**src/rtl/e3oh_pkg.sv**
```systemverilog
`timescale 1ns/1ps
package e3oh_pkg;

    localparam int BYTE_W    = 8;
    localparam int FRAME_LEN = 537;
    localparam int OH_LEN    = 7;

    localparam logic [BYTE_W-1:0] ALIGN1_PAT = 8'hF6;
    localparam logic [BYTE_W-1:0] ALIGN2_PAT = 8'h28;
    localparam logic [BYTE_W-1:0] ALIGN_FLIP = 8'h80;
    localparam logic [BYTE_W-1:0] PARITY_FLIP = 8'h01;

    typedef enum logic [2:0] {
        SLOT_AL1   = 3'd0,
        SLOT_AL2   = 3'd1,
        SLOT_PAR   = 3'd2,
        SLOT_TRC   = 3'd3,
        SLOT_MAINT = 3'd4,
        SLOT_NET   = 3'd5,
        SLOT_GEN   = 3'd6,
        SLOT_PAY   = 3'd7
    } slot_e;

    // bit 0 alignment, bit 1 parity, bit 2 defect, bit 3 error indication
    typedef struct packed {
        logic rei;
        logic rdi;
        logic par;
        logic al;
    } oh_flags_t;

    function automatic slot_e slot_of(input logic [15:0] p);
        slot_e s;
        case (p)
            16'd0:   s = SLOT_AL1;
            16'd1:   s = SLOT_AL2;
            16'd2:   s = SLOT_PAR;
            16'd3:   s = SLOT_TRC;
            16'd4:   s = SLOT_MAINT;
            16'd5:   s = SLOT_NET;
            16'd6:   s = SLOT_GEN;
            default: s = SLOT_PAY;
        endcase
        return s;
    endfunction

    function automatic oh_flags_t consume_mask(input slot_e s);
        oh_flags_t m;
        m     = '0;
        m.al  = (s == SLOT_AL1);
        m.par = (s == SLOT_PAR);
        m.rdi = (s == SLOT_MAINT);
        m.rei = (s == SLOT_MAINT);
        return m;
    endfunction

endpackage

```
**src/rtl/e3oh_frame_ctr.sv**
```systemverilog
`timescale 1ns/1ps
module e3oh_frame_ctr
    import e3oh_pkg::*;
#(
    parameter int FRAME_LEN = e3oh_pkg::FRAME_LEN,
    localparam int POS_W    = $clog2(FRAME_LEN)
) (
    input  logic  clk,
    input  logic  rst,
    output slot_e slot,
    output logic  frame_end
);
    localparam logic [POS_W-1:0] LAST_POS = POS_W'(FRAME_LEN - 1);

    logic [POS_W-1:0] pos_q;

    always_ff @(posedge clk) begin
        if (rst) begin
            pos_q <= '0;
        end else if (pos_q == LAST_POS) begin
            pos_q <= '0;
        end else begin
            pos_q <= pos_q + 1'b1;
        end
    end

    assign slot      = slot_of(16'(pos_q));
    assign frame_end = (pos_q == LAST_POS);

endmodule

```
**src/rtl/e3oh_err_ctl.sv**
```systemverilog
`timescale 1ns/1ps
module e3oh_err_ctl
    import e3oh_pkg::*;
(
    input  logic      clk,
    input  logic      rst,
    input  oh_flags_t req,
    input  oh_flags_t ext_sel,
    input  slot_e     slot,
    output oh_flags_t apply
);
    localparam int NFLD = $bits(oh_flags_t);

    logic [NFLD-1:0] pend_q;
    logic [NFLD-1:0] use_now;
    logic [NFLD-1:0] req_v;
    logic [NFLD-1:0] ext_v;
    logic [NFLD-1:0] apply_v;

    assign use_now = consume_mask(slot);
    assign req_v   = req;
    assign ext_v   = ext_sel;

    for (genvar g = 0; g < NFLD; g++) begin : g_fld
        always_ff @(posedge clk) begin
            if (rst) begin
                pend_q[g] <= 1'b0;
            end else begin
                // a request seen in the consuming cycle survives into the next frame
                pend_q[g] <= (pend_q[g] & ~use_now[g]) | req_v[g];
            end
        end
        assign apply_v[g] = pend_q[g] & use_now[g] & ~ext_v[g];
    end

    assign apply = apply_v;

endmodule

```
**src/rtl/e3oh_bip8.sv**
```systemverilog
`timescale 1ns/1ps
module e3oh_bip8 #(
    parameter int W = e3oh_pkg::BYTE_W
) (
    input  logic         clk,
    input  logic         rst,
    input  logic         frame_end,
    input  logic [W-1:0] next_byte,
    output logic [W-1:0] prev_parity
);
    logic [W-1:0] acc_q;
    logic [W-1:0] acc_d;

    assign acc_d = acc_q ^ next_byte;

    always_ff @(posedge clk) begin
        if (rst) begin
            acc_q       <= '0;
            prev_parity <= '0;
        end else if (frame_end) begin
            acc_q       <= '0;
            prev_parity <= acc_d;
        end else begin
            acc_q       <= acc_d;
        end
    end

endmodule

```
**src/rtl/e3oh_byte_mux.sv**
```systemverilog
`timescale 1ns/1ps
module e3oh_byte_mux
    import e3oh_pkg::*;
#(
    parameter int W = e3oh_pkg::BYTE_W
) (
    input  slot_e        slot,
    input  oh_flags_t    apply,
    input  oh_flags_t    ext_sel,
    input  logic [W-1:0] pl_data,
    input  logic [W-1:0] tr_byte,
    input  logic [W-1:0] nr_byte,
    input  logic [W-1:0] gc_byte,
    input  logic [W-3:0] ma_spare,
    input  logic         rdi_in,
    input  logic         rei_in,
    input  logic [W-1:0] ext_oh_byte,
    input  logic         ext_rdi,
    input  logic         ext_rei,
    input  logic [W-1:0] parity,
    output logic [W-1:0] next_byte
);
    logic [W-1:0] al1_b;
    logic [W-1:0] al2_b;
    logic [W-1:0] par_b;
    logic         rdi_b;
    logic         rei_b;

    always_comb begin
        al1_b = ext_sel.al  ? ext_oh_byte : (ALIGN1_PAT ^ (apply.al ? ALIGN_FLIP : '0));
        al2_b = ext_sel.al  ? ext_oh_byte : ALIGN2_PAT;
        par_b = ext_sel.par ? ext_oh_byte : (parity ^ (apply.par ? PARITY_FLIP : '0));
        rdi_b = ext_sel.rdi ? ext_rdi : (rdi_in ^ apply.rdi);
        rei_b = ext_sel.rei ? ext_rei : (rei_in ^ apply.rei);
    end

    always_comb begin
        unique case (slot)
            SLOT_AL1:   next_byte = al1_b;
            SLOT_AL2:   next_byte = al2_b;
            SLOT_PAR:   next_byte = par_b;
            SLOT_TRC:   next_byte = tr_byte;
            SLOT_MAINT: next_byte = {rdi_b, rei_b, ma_spare};
            SLOT_NET:   next_byte = nr_byte;
            SLOT_GEN:   next_byte = gc_byte;
            default:    next_byte = pl_data;
        endcase
    end

endmodule

```
**src/rtl/e3oh_gen.sv**
```systemverilog
`timescale 1ns/1ps
module e3oh_gen
    import e3oh_pkg::*;
#(
    parameter int FRAME_LEN = e3oh_pkg::FRAME_LEN,
    parameter int W         = e3oh_pkg::BYTE_W
) (
    input  logic         clk,
    input  logic         rst,
    input  logic [W-1:0] pl_data,
    output logic         pl_ready,
    input  logic [W-1:0] tr_byte,
    input  logic [W-1:0] nr_byte,
    input  logic [W-1:0] gc_byte,
    input  logic [W-3:0] ma_spare,
    input  logic         rdi_in,
    input  logic         rei_in,
    input  logic [3:0]   oh_src_ext,
    input  logic [W-1:0] ext_oh_byte,
    input  logic         ext_rdi,
    input  logic         ext_rei,
    input  logic [3:0]   err_req,
    output logic [W-1:0] tx_byte,
    output logic         tx_sof,
    output logic [3:0]   err_done
);
    slot_e        slot;
    logic         frame_end;
    oh_flags_t    req_f;
    oh_flags_t    ext_f;
    oh_flags_t    apply_f;
    logic [W-1:0] parity;
    logic [W-1:0] next_byte;

    assign req_f = err_req;
    assign ext_f = oh_src_ext;

    e3oh_frame_ctr #(.FRAME_LEN(FRAME_LEN)) u_ctr (
        .clk       (clk),
        .rst       (rst),
        .slot      (slot),
        .frame_end (frame_end)
    );

    e3oh_err_ctl u_err (
        .clk     (clk),
        .rst     (rst),
        .req     (req_f),
        .ext_sel (ext_f),
        .slot    (slot),
        .apply   (apply_f)
    );

    e3oh_byte_mux #(.W(W)) u_mux (
        .slot        (slot),
        .apply       (apply_f),
        .ext_sel     (ext_f),
        .pl_data     (pl_data),
        .tr_byte     (tr_byte),
        .nr_byte     (nr_byte),
        .gc_byte     (gc_byte),
        .ma_spare    (ma_spare),
        .rdi_in      (rdi_in),
        .rei_in      (rei_in),
        .ext_oh_byte (ext_oh_byte),
        .ext_rdi     (ext_rdi),
        .ext_rei     (ext_rei),
        .parity      (parity),
        .next_byte   (next_byte)
    );

    e3oh_bip8 #(.W(W)) u_bip (
        .clk         (clk),
        .rst         (rst),
        .frame_end   (frame_end),
        .next_byte   (next_byte),
        .prev_parity (parity)
    );

    assign pl_ready = (slot == SLOT_PAY) && !rst;

    always_ff @(posedge clk) begin
        if (rst) begin
            tx_byte  <= '0;
            tx_sof   <= 1'b0;
            err_done <= '0;
        end else begin
            tx_byte  <= next_byte;
            tx_sof   <= (slot == SLOT_AL1);
            err_done <= apply_f;
        end
    end

endmodule

```
**config.mk**
```make
export PLATFORM = sky130hd
export DESIGN_NAME = e3oh_gen
export DESIGN_NICKNAME = d
export VERILOG_FILES = /design/src/rtl/e3oh_pkg.sv /design/src/rtl/e3oh_frame_ctr.sv /design/src/rtl/e3oh_err_ctl.sv /design/src/rtl/e3oh_bip8.sv /design/src/rtl/e3oh_byte_mux.sv /design/src/rtl/e3oh_gen.sv
export SDC_FILE = /design/constraint.sdc
export NUM_CORES = 1
export LEC_CHECK = 0
export BUFFER_PORTS_ARGS = -buffer_cell sky130_fd_sc_hd__buf_4
export CORE_MARGIN = 3
export CORE_UTILIZATION = 48
export DETAILED_ROUTE_END_ITERATION = 6
export HOLD_SLACK_MARGIN = 0.15
export PLACE_DENSITY = 0.76
export RECOVER_POWER = 50
export SLEW_MARGIN = 0
export SYNTH_ARGS = -nofsm -noshare
export SYNTH_HDL_FRONTEND = slang
export SYNTH_HIERARCHICAL = 1
export SYNTH_SLANG_ARGS = --single-unit
```
**constraint.sdc**
```tcl
create_clock -name clk -period 4.54 [get_ports clk]
set_clock_uncertainty 0.1 [all_clocks]
set_input_delay 0.908 -clock clk [delete_from_list [all_inputs] [get_ports clk]]
set_output_delay 0.908 -clock clk [all_outputs]
set_load 0.02 [all_outputs]
```
; After elaboration in Yosys (flattened, before gate mapping)
; Cells that the tools add are included.
; W data, S select, Z words.
[classes]
eq_ne = 14
reduce_logical = 5
muxes = 9
bitwise_logic = 28
n_addsub = 1
[ops]
columns = cell, n
row1 = $pmux W8 S7, 1
row2 = $mux W8, 4
row3 = $eq A10 B3 Y1 const B, 3
row4 = $pmux W3 S7, 1
row5 = $eq A10 B2 Y1 const B, 2
row6 = $xor A8 B8 Y8, 2
row7 = $and A1 B1 Y1, 12
row8 = $eq A3 B3 Y1 const B, 4
row9 = $add A10 B1 Y10 const B, 1
row10 = $eq A10 B1 Y1 const B, 1
row11 = $eq A10 B10 Y1 const B, 1
row12 = $logic_not A10 Y1, 1
row13 = $not A1 Y1, 7
row14 = $eq A3 B2 Y1 const B, 2
row15 = $not A6 Y6, 1
row16 = $or A1 B1 Y1, 4
row17 = $eq A3 B1 Y1 const B, 1
row18 = $logic_not A3 Y1, 1
row19 = $mux W1, 3
row20 = $reduce_or A2 Y1, 1
row21 = $xor A1 B1 Y1, 2
row22 = $logic_and A1 B1 Y1, 1
row23 = $logic_not A1 Y1, 1
[totals]
out_inout_bits = 14
in_bits = 60
register_bits = 43
elab_cells = 67

; Longest topological paths before layout
; Gate-level depths: netlist of the first run.
[depth]
depth_word = 10
mapped_depth = 13
ltp_nobuf = 13

; Hierarchy
; Netlist of the first run, hierarchy kept.
[by_module_without_submodules]
columns = mod, seq_area_each_um2, area_each_um2, instances, cells_per_inst
row1 = e3oh_byte_mux, 0.0, 732.0, 1, 108
row2 = e3oh_bip8, 320.3, 556.8, 1, 53
row3 = e3oh_frame_ctr, 200.2, 528.0, 1, 61
row4 = e3oh_gen, 260.2, 377.9, 1, 28
row5 = e3oh_err_ctl, 80.1, 193.9, 1, 23

; Worst setup path before layout of the first run
; Ideal clock, no wire load.
[synth_path]
path_type = reg2reg
startpoint = reg u_ctr.pos_q[5]
endpoint = reg u_bip.prev_parity[6]
arrival_time_ns = 3.799
t_required_ns = 4.354
path_stages_with_launch = 13
setup_time_ns = 0.086
setup_slack_ns = 0.556
path_buffers = 0
period_less_slack_ns = 3.984
path_cell_list = dfxtp_1 > or4_4 > or4_4 > or4_1 > or3b_1 > nor3b_1 > xor2_1 > o211ai_1 > o311ai_1 > a311oi_1 > o22ai_1 > xnor2_1 > a211oi_1
[synth_lines]
columns = element, line_no
row1 = "start, declared", e3oh_frame_ctr.sv:15  ; logic [POS_W-1:0] pos_q;
row2 = "start signal, assigned", e3oh_frame_ctr.sv:23  ; pos_q <= pos_q + 1'b1;
row3 = "end signal, assigned", e3oh_bip8.sv:19  ; prev_parity <= '0;
row4 = "end signal, assigned", e3oh_bip8.sv:22  ; prev_parity <= acc_d;
row5 = "end, declared", e3oh_bip8.sv:9  ; output logic [W-1:0] prev_parity

==> out/results.md, run 1 <==
* finished, final reports clean — status
* dfxtp_1 — cell accounting for the most synthesized area
* 0 — number of enable-type register cells in the synthesized netlist
* dfxtp_1 (43), nor2_1 (30), nand2_1 (18) — most common library cells after synthesis
* 369 nW/um2 — PwrDens
* flop — kind of end point of the critical path
* 43 — clk sink count
* 2390 um2 — total standard cell area after synthesis
* 91.9% — final period utilization
* 73 — number of input and output port buffers inserted
* false — RSZ-0062 raised after global routing
* 2 — buffer depth of the longest clock path
* 36.0% — share of Yosys cell area claimed by the top area cell type
* 29.5% — headroom to the max-slew limit
* 25.4% — share of post-route cells with drive strength above 1
* 43 — register bit total from synthesis
* 5 — Num CTS Buffers
* 1.16 nW — Pleak
* 4750 um2 — core region area
* 7 — peak fanout along the critical path
* 14.8 um — Routed WL per cell
* 200 — number of DRC violations after detailed-routing iteration 0
* met4 — uppermost routed layer
* 2059 — via count of the first global-routing pass
* 76.5 um — die outline height
* 2800 um — met2 wire length
* 5860 um2 — Die ar.
* 0 — number of violations of the max-capacitance limit
* u_ctr/pos_q[5] — Critical Path Source
* 42 — maximum number of pins on one net before global-route repair
* 0 — hold violation total from the final report
* 4.21 ns — data arrival time of the critical path
* 273 — Post-Syn Instances
* 5.47 — routed vias/inst
* flop to flop — start-to-end type of the worst setup path
* 22.6% — area growth from synthesis to final layout
* 0 — final number of max-transition violations
* u_err/pend_q[1] — source of the worst hold timing path
* 432 — number of inserted filler cells in the final layout
* 0.000164 V — Max rail drop VDD
* flop — nature of the critical path startpoint
* 8.75 um2 — synthesized area per cell
* 0% — Post-synth ARST share
* 50.2% — Starting Density
* 61.6% — post-layout util
* 36.0% — share of the yosys chip area belonging to registers
* 4270 um — half-perimeter wire length of the detailed placement result
* 390 um — Detail Route met3 WL
* 0.29 ns — later-pin clock latency in the skew report
* dfxtp_1 — ys flop type
* dfxtp_1 (36%), nor2_1 (4.7%), xnor2_1 (4.0%), nor2b_1 (3.7%), o21ai_0 (3.6%) — biggest area contributors in the synthesized netlist
* 0.784 — global placement routability congestion
* 0 — GRT overflow
* 0 — initial antenna violation count
* 58 — Unique masters post-synth
* 240 MHz — Highest Clock Rate
* 6 — Synth warnings
* 20.8% — global router's overall resource usage
* 0 — number of antenna-violating nets in the routed design
* 0 ns — Setup Total Neg Slack
* 25 — placement row count
* 0 — remaining routing DRC violations
* 0 — count of instances resized after the clock tree is built
* 2214 — Vias
* 0 — cts hold-fix bufs
* clkbuf_8 — clk root buf
* flop to flop — Tightest Hold Check Type
* 403 — number of nets at the end of the flow
* 1.05 ns — worst slew pin tran
* done — CTS tree
* 0 — Post-CTS Repair Setup Buffers
* 6010 um — wire length after detailed routing
* 337 — Post-Syn Nets
* 2 — maximum level of the CTS H-tree
* 2730 um — met1 wire length
* 4.17 ns — fin crit period
* 4 — first-pass detailed-route iteration total
* 76.5 um — Die X
* 0 — count of antenna diodes in the layout
* 4.57 ns — Worst Path Required
* 74 — Top Ports
* 0 — final setup violating endpoints
* 9960 um — first-pass GRT wire length
* 0.08 ns — clock transition at the register clock pins on the worst setup and hold paths after CTS
* u_ctr/pos_q[5] — FF-to-FF Start
* dfxtp_1 — most frequent cell after synthesis
==> metal layers <==
metal  GRT usage [%]  vias to the layer above
met3            5.08                        8
li1                -                     1105
met4            7.07                        0
met5               0                        -
met2            32.1                       78
met1            28.4                     1023
==> sequential cells by signal, indices dropped and copies added (netlist names) <==
signal	flops
tx_sof	1
u_ctr/pos_q	10
u_bip/prev_parity	8
tx_byte	8
u_err/pend_q	4
u_bip/acc_q	8
err_done	4
==> path summary, 6_finish.rpt <==
kind                                        endpoint  slack, ns  depth (start not counted)
worst max register to register  u_bip/prev_parity[6]       0.37                         12
worst min-delay path                 u_err/pend_q[1]       0.39                          2
worst max-delay path            u_bip/prev_parity[6]       0.37                         12
worst min register to register       u_err/pend_q[1]       0.39                          2
==> cells in the final DEF (no fill, tap or decap), drive strengths merged, types with 4 or more instances in the layout <==
cell	count
buf	62
dfxtp	43
nor2	33
o21ai	20
clkbuf	19
nand2	18
a21oi	15
nor2b	15
xnor2	11
a211oi	10
inv	10
nor3	9
or4	6
nand3	5
ha	4
mux2i	4
nor4	4
mux2	4
==> final cells by class <==
cell class	instances	area, um2	area share [%]
Sequential cell	43	861	29.4
Inverter	10	37.5	1.28
Tap cell	67	83.8	2.86
Clock buffer	6	72.6	2.48
Multi-Input combinational cell	204	1360	46.4
Timing Repair Buffer	75	514	17.6
==> critical path, stage by stage (launching register included) <==
cell and delay (ns):
dfxtp_1 0.36, or4_1 0.59, or4_1 0.48, or4_4 0.50, or3b_1 0.41, nor3b_1 0.30, xor2_1 0.11, o211ai_1 0.20
o311ai_1 0.17, a311oi_1 0.32, o22ai_1 0.15, xnor2_1 0.24, a211oi_1 0.10
==> where the power goes <==
group          internal (mW)  switching (mW)
Sequential             0.429          0.0225
Combinational          0.180           0.222
Clock                  0.103           0.123
Total                  0.712           0.368
==> logic make-up after synthesis <==
logic type                 Yosys count  synth area share (%)
and+or+nand+nor                    109                  25.2
AOI/OAI and AO/OA                   66                  18.0
DFF                                 43                  36.0
buffers and inverters               26                  6.97
xor gates and xnor gates            14                  5.13
muxes                               11                  6.55
adders and majority gates            4                  2.10
==> per-stage QoR <==
step	hold slack [ns]	setup WS (ns)	cell area [um2]	power, mW	instances
after floorplan	0.345	0.556	2390	0.766	273
after global placement	0.369	0.648	2910	0.864	399
after detailed placement	0.379	0.483	2910	0.872	399
after CTS	0.391	0.467	2980	1.10	405
after global routing	0.412	0.116	2930	1.15	405
final	0.390	0.366	2930	1.08	405
Power figures use the tool's default switching activity.
==> inputs of run 2 (changes only) <==
==> constraint.sdc (replaced) <==
create_clock -name clk -period 4.8 [get_ports clk]
set_clock_uncertainty 0.1 [all_clocks]
set_input_delay 0.96 -clock clk [delete_from_list [all_inputs] [get_ports clk]]
set_output_delay 0.96 -clock clk [all_outputs]
set_load 0.02 [all_outputs]
==> run 2 against run 1 <==
  * Non-clock buffer count unchanged
  * Sequential cell count is the same
  * Routed wire length shrank 0.57%
==> out/results.md, run 2 (same netlist as run 1, synthesis figures left out) <==
* finished, final reports clean — status
* 26.5% — portion of total power attributed to the clock network, +5.6 points
* false — RSZ-0062 raised after global routing
* 5.44 — routed vias/inst, -0.49%
* 4750 um2 — core region area, unchanged
* 4 — first-pass detailed-route iteration total, unchanged
* 2 — maximum level of the CTS H-tree, unchanged
* 1.06 ns — worst slew pin tran, +0.00759 ns
* buf_4 — commonest non-fill, non-tap cell in the layout
* 0 ns — Setup Total Neg Slack, unchanged
* 5860 um2 — Die ar., unchanged
* 0.09 ns — clock transition at the register clock pins on the worst setup and hold paths after CTS, about the same
* 0 — remaining routing DRC violations, unchanged
* 43 — clk sink count, unchanged
* 190 — number of DRC violations after detailed-routing iteration 0, -5.0%
* u_ctr/pos_q — Largest Register
* 42 — maximum number of pins on one net before global-route repair, unchanged
* 0 — final number of max-transition violations, unchanged
* 2 — buffer depth of the longest clock path, unchanged
* 5980 um — wire length after detailed routing, -0.57%
* 73 — number of input and output port buffers inserted, unchanged
* 76.5 um — Die X, unchanged
* 0 — cts hold-fix bufs, unchanged
* 0 — count of antenna diodes in the layout, unchanged
* flop — kind of end point of the critical path
* 9960 um — first-pass GRT wire length, about the same
* 24.5% — area growth from synthesis to final layout
* 14.7 um — Routed WL per cell, -1.1%
* 0 — final setup violating endpoints, unchanged
* 32.4% — switching share of total power, -1.6 points
* buf_4 (62), dfxtp_1 (43), nor2_1 (30), nand2_1 (18), o21ai_0 (17) — commonest cells after routing, fill and taps aside
* flop — nature of the critical path startpoint
* 0.808 — global placement routability congestion, +3.0%
* 2214 — Vias, unchanged
* 4.91 ns — Worst Path Required, +0.34 ns
* 0.29 ns — later-pin clock latency in the skew report, about the same
* 10 — max reg flops, unchanged
* 25 — placement row count, unchanged
* 2080 — via count of the first global-routing pass, +1.0%
* 20.6% — global router's overall resource usage, -0.18 points
* 0 — number of violations of the max-capacitance limit, unchanged
* 86.3% — final period utilization, -5.7 points
* 1.18 nW — Pleak, +2.1%
* 435 — number of inserted filler cells in the final layout, +0.69%
* 38.8% — Sequential Power Share, -3.1 points
* 0 — GRT overflow, unchanged
* 371 nW/um2 — PwrDens, +0.52%
* 0 — number of antenna-violating nets in the routed design, unchanged
* 26.2% — share of post-route cells with drive strength above 1, +0.73 points
* 62.5% — post-layout util, +0.95 points
* 0 — count of instances resized after the clock tree is built, unchanged
* clkbuf_8 — clk root buf
* 29.0% — headroom to the max-slew limit, -0.51 points
* flop to flop — Tightest Hold Check Type
* 7 — peak fanout along the critical path, unchanged
* 0.357 mW — switching power summed over all nets, -2.8%
* 0.744 mW — cell internal power dissipation, +4.6%
* 4.25 ns — data arrival time of the critical path, +0.04 ns
* 4.14 ns — fin crit period, -0.0338 ns
* 0 — Post-CTS Repair Setup Buffers, unchanged
* 34.7% — relative contribution of combinational cells to total power, -2.5 points
* 74 — Top Ports, unchanged
* 0 — hold violation total from the final report, unchanged
* 4280 um — half-perimeter wire length of the detailed placement result, +0.25%
* 50.2% — Starting Density, unchanged
* 5 — Num CTS Buffers, unchanged
* 76.5 um — die outline height, unchanged
* done — CTS tree
* flop to flop — start-to-end type of the worst setup path
* 0.000187 V — Max rail drop VDD, +14%
* 403 — number of nets at the end of the flow, unchanged
* 242 MHz — Highest Clock Rate, +0.82%
* 0 — initial antenna violation count, unchanged
[run 2: final timing paths]
| kind | endpoint | startpoint | cells after the start | slack [ns] |
|---|---|---|---|---|
| setup / recovery | u_bip/prev_parity[6] | u_ctr/pos_q[5] | 12 | 0.66 |
| hold / removal | u_ctr/pos_q[0] | u_ctr/pos_q[0] | 1 | 0.39 |
| setup reg to reg | u_bip/prev_parity[6] | u_ctr/pos_q[5] | 12 | 0.66 |
| hold reg to reg | u_ctr/pos_q[0] | u_ctr/pos_q[0] | 1 | 0.39 |
[run 2: layout make-up]
class	count	area (um2)	area share (%)
inverters	10	37.5	1.26
repair buffers	75	514	17.3
multi-input cells	204	1360	45.7
well taps	67	83.8	2.82
flip-flops and latches	43	861	29.0
clock buffers	6	82.6	2.78
clock inverters	2	35.0	1.18
[run 2: power groups by stage]
stage	registers (mW)	logic (mW)	clock network, mW
after floorplan	0.451	0.273	0
after global placement	0.435	0.383	0
after detailed placement	0.436	0.390	0
after CTS	0.428	0.392	0.298
after global routing	0.433	0.418	0.314
final	0.427	0.383	0.292
[run 2: layer usage]
metal / wire, um / vias up / share of wire, % / track usage, %
li1: - / 1117 / - / -
met1: 2700 / 1021 / 45 / 27.3
met2: 2840 / 68 / 48 / 33.2
met3: 353 / 8 / 5.9 / 5.08
met4: 82 / 0 / 1.4 / 6.16
met5: 0 / - / 0 / 0
[run 2: critical path, stage by stage (launching register included)]
cell	delay [ns]
dfxtp_1	0.36
or4_1	0.59
or4_1	0.47
or4_4	0.50
or3b_1	0.42
nor3b_1	0.30
xor2_1	0.11
o211ai_1	0.18
o311ai_1	0.16
a221oi_1	0.30
o22ai_1	0.17
xnor2_1	0.18
a211oi_1	0.23
[run 2: per-stage QoR]
| stage | area (um2) | total power [mW] | hold WS, ns | instances | setup WS (ns) |
|---|---|---|---|---|---|
| 2_1_floorplan | 2390 | 0.725 | 0.345 | 273 | 0.816 |
| 3_3_place_gp | 2910 | 0.818 | 0.370 | 399 | 0.911 |
| 3_5_place_dp | 2910 | 0.826 | 0.378 | 399 | 0.763 |
| 4_1_cts | 3030 | 1.12 | 0.395 | 407 | 0.726 |
| 5_1_grt | 2970 | 1.17 | 0.421 | 407 | 0.393 |
| 6_report | 2970 | 1.10 | 0.387 | 407 | 0.660 |
